==> config.mk <==
export PLATFORM = sky130hd
export DESIGN_NAME = dma_svc_sched
export DESIGN_NICKNAME = d
export VERILOG_FILES = /design/src/rtl/dma_svc_sched_pkg.sv /design/src/rtl/dma_req_stage.sv /design/src/rtl/dma_prio_pick.sv /design/src/rtl/dma_chan_track.sv /design/src/rtl/dma_svc_sched.sv
export SDC_FILE = /design/constraint.sdc
export NUM_CORES = 1
export LEC_CHECK = 0
export BUFFER_PORTS_ARGS = -buffer_cell sky130_fd_sc_hd__buf_2
export CAP_MARGIN = 15
export CELL_PAD_IN_SITES_DETAIL_PLACEMENT = 0
export CELL_PAD_IN_SITES_GLOBAL_PLACEMENT = 1
export CORE_MARGIN = 2
export CORE_UTILIZATION = 42
export CTS_CLUSTER_DIAMETER = 40
export CTS_CLUSTER_SIZE = 24
export DETAILED_ROUTE_END_ITERATION = 10
export PLACE_DENSITY_LB_ADDON = 0.1
export SYNTH_ARGS = -nofsm -noshare
export SYNTH_HDL_FRONTEND = slang
export SYNTH_SLANG_ARGS = --single-unit
==> constraint.sdc <==
create_clock -name clk -period 4.1 [get_ports clk]
set_input_delay 0.41 -clock clk [delete_from_list [all_inputs] [get_ports clk]]
set_output_delay 0.41 -clock clk [all_outputs]
set_load 0.05 [all_outputs]
==> src/rtl/dma_svc_sched_pkg.sv <==
package dma_svc_sched_pkg;

    typedef enum logic [1:0] {
        ST_SCAN   = 2'd0,
        ST_GRANT  = 2'd1,
        ST_COMMIT = 2'd2
    } sched_state_e;

    localparam int MODE_W = 6;

    localparam logic [1:0] XT_VERIFY  = 2'd0;
    localparam logic [1:0] XT_WRITE   = 2'd1;
    localparam logic [1:0] XT_READ    = 2'd2;
    localparam logic [1:0] STYLE_CASC = 2'd3;

endpackage

==> src/rtl/dma_req_stage.sv <==
module dma_req_stage #(
    parameter int N_CH = 4
) (
    input  logic            clk,
    input  logic            rst_n,
    input  logic [N_CH-1:0] dreq,
    input  logic [N_CH-1:0] mask,
    output logic [N_CH-1:0] eligible
);
    logic [N_CH-1:0] req_q;

    always_ff @(posedge clk) begin
        if (!rst_n) begin
            req_q <= '0;
        end else begin
            req_q <= dreq;
        end
    end

    assign eligible = req_q & ~mask;
endmodule

==> src/rtl/dma_prio_pick.sv <==
module dma_prio_pick #(
    parameter int N_CH = 4,
    localparam int CH_W = (N_CH > 1) ? $clog2(N_CH) : 1
) (
    input  logic [N_CH-1:0] eligible,
    input  logic            rot_en,
    input  logic [CH_W-1:0] last_ch,
    output logic            any,
    output logic [CH_W-1:0] pick
);
    logic [CH_W-1:0] first_idx;
    logic [CH_W-1:0] probe;

    always_comb begin
        any       = 1'b0;
        pick      = '0;
        probe     = '0;
        first_idx = rot_en ? CH_W'(last_ch + 1'b1) : '0;
        for (int k = 0; k < N_CH; k++) begin
            probe = CH_W'(first_idx + CH_W'(k));
            if (!any && eligible[probe]) begin
                any  = 1'b1;
                pick = probe;
            end
        end
    end
endmodule

==> src/rtl/dma_chan_track.sv <==
module dma_chan_track #(
    parameter int N_CH  = 4,
    parameter int CNT_W = 16,
    localparam int CH_W = (N_CH > 1) ? $clog2(N_CH) : 1,
    localparam int CUR_W = CNT_W + 1
) (
    input  logic                  clk,
    input  logic                  rst_n,
    input  logic                  commit_en,
    input  logic [CH_W-1:0]       commit_ch,
    input  logic [CUR_W-1:0]      commit_cnt,
    input  logic [N_CH*CNT_W-1:0] base_flat,
    input  logic [N_CH-1:0]       casc,
    input  logic [N_CH-1:0]       tc_clr,
    input  logic [N_CH-1:0]       ch_load,
    output logic [N_CH*CUR_W-1:0] cur_count_flat,
    output logic [N_CH-1:0]       tc_status
);
    for (genvar g = 0; g < N_CH; g++) begin : g_ch
        logic [CUR_W-1:0] cnt_q;
        logic             tc_q;
        logic [CUR_W-1:0] end_mark;
        logic             sel;
        logic             hit;

        assign end_mark = {1'b0, base_flat[g*CNT_W +: CNT_W]} + CUR_W'(1);
        assign sel      = commit_en && (commit_ch == CH_W'(g)) && !ch_load[g];
        assign hit      = sel && (commit_cnt == end_mark) && !casc[g];

        always_ff @(posedge clk) begin
            if (!rst_n) begin
                cnt_q <= '0;
                tc_q  <= 1'b0;
            end else begin
                if (ch_load[g]) begin
                    cnt_q <= '0;
                end else if (sel) begin
                    cnt_q <= commit_cnt;
                end
                tc_q <= hit | (tc_q & ~tc_clr[g]);
            end
        end

        assign cur_count_flat[g*CUR_W +: CUR_W] = cnt_q;
        assign tc_status[g] = tc_q;
    end
endmodule

==> src/rtl/dma_svc_sched.sv <==
module dma_svc_sched
    import dma_svc_sched_pkg::*;
#(
    parameter int N_CH  = 4,
    parameter int CNT_W = 16,
    localparam int CH_W  = (N_CH > 1) ? $clog2(N_CH) : 1,
    localparam int CUR_W = CNT_W + 1,
    localparam int XW    = CNT_W + 2
) (
    input  logic                   clk,
    input  logic                   rst_n,
    input  logic                   word_mode,
    input  logic                   ctrl_disable,
    input  logic                   rot_prio,
    input  logic [N_CH-1:0]        dreq,
    input  logic [N_CH-1:0]        mask,
    input  logic [N_CH-1:0]        tc_clr,
    input  logic [N_CH-1:0]        ch_load,
    input  logic [N_CH*MODE_W-1:0] mode_flat,
    input  logic [N_CH*CNT_W-1:0]  base_flat,
    input  logic                   xfer_done,
    input  logic [XW-1:0]          xfer_progress,
    output logic                   gnt_valid,
    output logic [CH_W-1:0]        gnt_ch,
    output logic [XW-1:0]          gnt_start,
    output logic [XW-1:0]          gnt_len,
    output logic                   gnt_mem_wr,
    output logic                   gnt_mem_rd,
    output logic                   gnt_autoinit,
    output logic                   gnt_down,
    output logic [N_CH-1:0]        tc_status,
    output logic [N_CH*CUR_W-1:0]  cur_count_flat
);
    sched_state_e    state_q, state_d;
    logic [N_CH-1:0] eligible;
    logic            pick_any;
    logic [CH_W-1:0] pick_ch;
    logic [CH_W-1:0] gnt_ch_q;
    logic [CH_W-1:0] last_ch_q;
    logic [XW-1:0]   prog_q;
    logic [CUR_W-1:0] commit_cnt;
    logic            commit_en;

    logic [MODE_W-1:0] mode_arr [N_CH];
    logic [CNT_W-1:0]  base_arr [N_CH];
    logic [CUR_W-1:0]  cur_arr  [N_CH];
    logic [N_CH-1:0]   casc;

    for (genvar g = 0; g < N_CH; g++) begin : g_unpack
        assign mode_arr[g] = mode_flat[g*MODE_W +: MODE_W];
        assign base_arr[g] = base_flat[g*CNT_W +: CNT_W];
        assign cur_arr[g]  = cur_count_flat[g*CUR_W +: CUR_W];
        assign casc[g]     = (mode_flat[g*MODE_W+4 +: 2] == STYLE_CASC);
    end

    dma_req_stage #(.N_CH(N_CH)) u_req (
        .clk      (clk),
        .rst_n    (rst_n),
        .dreq     (dreq),
        .mask     (mask),
        .eligible (eligible)
    );

    dma_prio_pick #(.N_CH(N_CH)) u_pick (
        .eligible (eligible),
        .rot_en   (rot_prio),
        .last_ch  (last_ch_q),
        .any      (pick_any),
        .pick     (pick_ch)
    );

    // State register
    always_ff @(posedge clk) begin
        if (!rst_n) begin
            state_q <= ST_SCAN;
        end else begin
            state_q <= state_d;
        end
    end

    // Next-state logic
    always_comb begin
        state_d = state_q;
        unique case (state_q)
            ST_SCAN:   if (!ctrl_disable && pick_any) state_d = ST_GRANT;
            ST_GRANT:  if (xfer_done) state_d = ST_COMMIT;
            ST_COMMIT: state_d = ST_SCAN;
            default:   state_d = ST_SCAN;
        endcase
    end

    // Per-state data registers
    always_ff @(posedge clk) begin
        if (!rst_n) begin
            gnt_ch_q  <= '0;
            last_ch_q <= CH_W'(N_CH - 1);
            prog_q    <= '0;
        end else begin
            unique case (state_q)
                ST_SCAN:   if (!ctrl_disable && pick_any) gnt_ch_q <= pick_ch;
                ST_GRANT:  if (xfer_done) prog_q <= xfer_progress;
                ST_COMMIT: last_ch_q <= gnt_ch_q;
                default:   ;
            endcase
        end
    end

    assign commit_en  = (state_q == ST_COMMIT);
    assign commit_cnt = word_mode ? prog_q[CNT_W+1:1] : prog_q[CNT_W:0];

    dma_chan_track #(.N_CH(N_CH), .CNT_W(CNT_W)) u_track (
        .clk            (clk),
        .rst_n          (rst_n),
        .commit_en      (commit_en),
        .commit_ch      (gnt_ch_q),
        .commit_cnt     (commit_cnt),
        .base_flat      (base_flat),
        .casc           (casc),
        .tc_clr         (tc_clr),
        .ch_load        (ch_load),
        .cur_count_flat (cur_count_flat),
        .tc_status      (tc_status)
    );

    // Outputs
    always_comb begin
        logic [MODE_W-1:0] m;
        m            = mode_arr[gnt_ch_q];
        gnt_valid    = (state_q == ST_GRANT);
        gnt_ch       = gnt_ch_q;
        gnt_start    = XW'(cur_arr[gnt_ch_q]) << word_mode;
        gnt_len      = (XW'(base_arr[gnt_ch_q]) + XW'(1)) << word_mode;
        gnt_mem_wr   = gnt_valid && (m[1:0] == XT_WRITE);
        gnt_mem_rd   = gnt_valid && (m[1:0] == XT_READ);
        gnt_autoinit = gnt_valid && m[2];
        gnt_down     = gnt_valid && m[3];
    end
endmodule

# After elaboration in Yosys (flattened, before gate mapping)
# Cells that the tools add are included.
totals:
  output_inout_bits: 115
  ff_bits: 100
  in_bits: 128
op_classes:
  n_lt_le_gt_ge: 5
  reduce_logical: 45
  n_bitwise: 16
  shifts: 2
  add_sub_neg: 9
  mux: 30
  n_eq_ne: 17
op_table:
  columns: ["operator", "n"]
  rows:
  - ["16-bit by 1-bit adder with 17-bit output, second input constant", 5]
  - ["17-bit equality test", 4]
  - ["17-bit two-way mux", 3]
  - ["17-bit by 1-bit << shifter with 18-bit output", 2]
  - ["17-bit binary-select mux with 2-bit select", 1]
  - ["16-bit binary-select mux with 2-bit select", 1]
  - ["16-bit two-way mux", 2]
  - ["1-bit logical AND", 24]
  - ["2-bit equality test, second input constant", 8]
  - ["2-bit two-way mux", 7]
  - ["6-bit binary-select mux with 2-bit select", 1]
  - ["1-bit zero test", 12]
  - ["2-bit by 3-bit less-than comparator with 1-bit output, second input constant", 4]
  - ["1-bit binary-select mux with 2-bit select", 4]
  - ["1-bit two-way mux", 8]
  - ["4-bit two-way mux", 2]
  - ["2-bit OR reduction", 4]
  - ["2-bit by 1-bit equality test with 1-bit output, second input constant", 3]
  - ["2-bit AND reduction", 3]
  - ["1-bit NOT", 5]
  - ["2-bit by 1-bit adder with 2-bit output, second input constant", 2]
  - ["2-bit adder, second input constant", 2]
  - ["1-bit AND", 4]
  - ["4-bit AND", 1]
  - ["other kinds (7)", 12]

# Depth between registers and ports, before layout
logic_depth:
  ltp_word: 17
  depth_mapped: 10

# By module
# Synthesis repeated with hierarchy kept, for this count alone.
unflattened:
  cells_unflattened: 1055
  hier_area_um2: 8285.4
modules_own_cells:
  columns: ["module", "seq_area_each_um2", "cells_each", "n_inst", "area_each_um2"]
  rows:
  - ["dma_chan_track", 1441.4, 667, 1, 4988.5]
  - ["dma_svc_sched", 480.5, 348, 1, 2989.1]
  - ["dma_prio_pick", 0.0, 28, 1, 177.7]
  - ["dma_req_stage", 80.1, 12, 1, 130.1]

# Worst setup path after synthesis
# OpenSTA, ideal clock, no wires.
synth_timing:
  kind: "register -> output"
  startpoint: "reg gnt_ch_q[1] (netlist: gnt_ch[1])"
  endpoint: "out gnt_len[14]"
  setup_slack_ns: 0.294
  arrival_time_ns: 3.396
  path_buffers: 3
  stages_incl_launch_ff: 9
  path_cell_list: "dfxtp_1 -> buf_4 -> buf_2 -> mux4_2 -> ha_1 -> buf_2 -> nand4_4 -> o21ai_0 -> a211oi_1"
synth_via:
  elab_chain_cells: 6
synth_lines:
  columns: ["item", "line_no", "rtl"]
  rows:
  - ["start: declaration", "dma_svc_sched.sv:38", "logic [CH_W-1:0] gnt_ch_q;"]
  - ["start signal: assignment", "dma_svc_sched.sv:100", "ST_SCAN: if (!ctrl_disable && pick_any) gnt_ch_q <= pick_ch;"]
  - ["2-bit NOT with 3-bit output (not written as such)", "dma_svc_sched.sv:132", "gnt_len = (XW'(base_arr[gnt_ch_q]) + XW'(1)) << word_mode;"]
  - ["16-bit binary-select mux with 2-bit select", "dma_svc_sched.sv:132", null]
  - ["16-bit two-way mux (not written as such) (2 in a row)", "dma_svc_sched.sv:132", null]
  - ["16-bit by 1-bit adder with 17-bit output", "dma_svc_sched.sv:132", null]
  - ["17-bit by 1-bit << shifter with 18-bit output", "dma_svc_sched.sv:132", null]
  - ["end: declaration", "dma_svc_sched.sv:26", "output logic [XW-1:0] gnt_len,"]
# Every way passes these cells. The select of a mux whose other input is x is not followed.

# Worst setup path in the final report
layout_timing:
  startpoint: "reg gnt_ch_q[0] (netlist: gnt_ch[0])"
  endpoint: "out gnt_len[9]"
# Same word-level chain as after synthesis.

==> reports/qor.yml <==
die_x_um: 144
cts_root_buffer: "clkbuf_16"
powerDensity_nw_per_um2: 253
grt_max_degree: 55
syn_nets: 1131
core-area_um2: 19300
ant_nets: 0
crit_type: "register to primary output"
fin_crit_sh: 0.839
layout_common_cells: "buf_2, nand2_1, nor2_1"
final_max_slew_viol_count: 0
leakagePower_nw: 3.87
synthFlopType: "dfxtp_1"
drcViolationCount: 0
setup_tns_ns: 0
tightest_slew_ns: 0.882
clk_pin_slew_ns: 0.07
outcome: "completed"
fin_nets: 1331
worstSetupEndpointType: "primary output"
rsz0062_at_grt: "no"
via_count: 8358
drtIter0Drc: 647
wl_per_cell_um: 20.1
synthDistinctLibCells: 80
first_pass_iters: 5
synth_edf_count: 0
die-area_um2: 20600
hold_viol_final: 0
final_common_cell: "buf_2"
portBuffers: 242
grt_overflow_total: 0
drive_above_1_share: 0.290
max_freq_mhz: 291
clk_latency_ns: 0.36
post_cts_buffers: 0
track_usage: 0.284
synth_seq_area_share: 0.244
antenna_found_initial: 2
post-route-min-period_ns: 3.44
async_flop_share: 0
cts_max_level: 3
crit_arrival_ns: 3.03
startpoint_type: "register"
numCtsBuffers: 9
dpl.hpwl_mm: 22.6
max-cap-violations: 0
slew-limit-headroom: 0.411
synth-seq-cells: 100
postCtsResizedCells: 0
grt_pass1_vias: 7468
grt_pass1_wl_mm: 44.4
placementRows: 51
die_h_um: 144
ctsHoldBuffers: 0
ys.warnings.count: 0
area_growth_pct: 20.3
routed_wl_mm: 29.5
synth_cells: 998
post_drt_via_cell_ratio: 5.69
finalWeightedCongestion: 1.01
cts_tree: "built"
p_total_mw: 2.50
start_util: 0.424
cts_num_sinks: 100
syn_avg_cell_area_um2: 8.21
wl_met2_mm: 13.3
skew_ns: 0.00889
finalSetupViolations: 0
worst_ep_required_time_ns: 3.69
ir_drop_mv: 0.226
netlist_area_um2: 8200
top_layer: "met5"
clockBufferDepth: 2
met3WireLength_mm: 2.41
drt-met1-wl_mm: 13.3
hp-class: "input pin to register"
crit_fanout: 17
pin_count: 243
metrics by stage:
step	cell area (um^2)	hold slack [ns]	setup slack (ns)	std cells	util
floorplan	8200	0.449	0.294	998	-
global placement	9570	0.461	1.05	1452	0.495
detailed placement	9570	0.462	1.02	1452	0.495
CTS	9860	0.236	0.620	1468	0.510
global route	9860	0.249	0.486	1468	0.510
finish	9860	0.251	0.662	1469	0.510
critical path, cell delays in order (launching register included):
cell and delay (ns):
dfxtp_2 0.68, mux4_1 0.75, and3_4 0.27, nand4_4 0.13, nor2_2 0.06, or3_1 0.35, a21oi_1 0.15, buf_2 0.28
cells by family (layout without fill, tap and decap cells):
| family | after synthesis | in the layout | synth area share |
|---|---|---|---|
| xor+xnor | 95 | 95 | 0.102 |
| buf+inv | 83 | 288 | 0.0478 |
| fa+ha+maj | 5 | 5 | 0.00763 |
| compound gates | 219 | 219 | 0.186 |
| flops | 100 | 100 | 0.244 |
| simple gates | 428 | 428 | 0.260 |
| mux | 68 | 68 | 0.153 |
| other cells | 0 | 1 | 0 |
power breakdown:
| part | internal (mW) | total [mW] | switching, mW |
|---|---|---|---|
| clock | 0.478 | 0.876 | 0.398 |
| sequential | 0.981 | 0.997 | 0.0167 |
| combinational | 0.226 | 0.626 | 0.400 |
| total | 1.68 | 2.50 | 0.815 |
registers in the layout (all words and copies together) (netlist names):
| name | flops |
|---|---|
| prog_q | 18 |
| u_req.req_q | 4 |
| u_track.g_ch.cnt_q | 68 |
| state_q | 2 |
| u_track.g_ch.tc_q | 4 |
| gnt_ch | 2 |
| last_ch_q | 2 |
synthesized netlist by cell type (6+ instances only):
cell type	number	area [um^2]
nand2_1	137	514
nor2_1	109	409
dfxtp_1	100	2000
a211oi_1	74	556
xnor2_1	62	543
nand3_1	42	210
clkbuf_1	38	143
a21oi_1	35	175
mux4_2	35	788
xor2_1	33	289
nor3_1	24	120
a21boi_0	20	150
o21ai_0	18	90.1
and2_1	17	106
mux2i_1	16	160
buf_2	15	75.1
nand4_1	15	93.8
and3_1	14	87.6
nor2b_1	12	75.1
buf_1	11	41.3
o211ai_1	11	82.6
nand2b_1	10	62.6
inv_1	8	30.0
nor4_1	8	50.1
o21ai_1	8	40.0
mux2i_4	7	158
a31oi_1	6	37.5
buf_4	6	45.0
mux2_2	6	67.6
o22ai_1	6	37.5
area by class of cell:
| cell class | instances | area, um^2 |
|---|---|---|
| fill | 1945 | 9470 |
| sequential | 100 | 2000 |
| clock buffer | 11 | 233 |
| clock inverter | 5 | 61.3 |
| tap | 265 | 332 |
| multi-input combinational | 815 | 5820 |
| timing repair buffer | 263 | 1370 |
| antenna | 1 | 2.50 |
| inverter | 9 | 33.8 |
final timing paths:
check | slack [ns] | from | cells after the start | end
max reg2reg | 1.51 | gnt_ch[0] | 7 | u_track.g_ch[1].cnt_q[13]
min | 0.25 | dreq[1] | 2 | u_req.req_q[1]
max | 0.66 | gnt_ch[0] | 7 | gnt_len[9]
min reg2reg | 0.48 | u_track.g_ch[1].tc_q | 2 | u_track.g_ch[1].tc_q
layer usage:
metal  GRT usage  up-vias
met4      0.0588        2
met1       0.415     3918
met3      0.0550       35
met2       0.437      353
li1            -     4050
met5           0        -
Power figures use the tool's default switching activity.
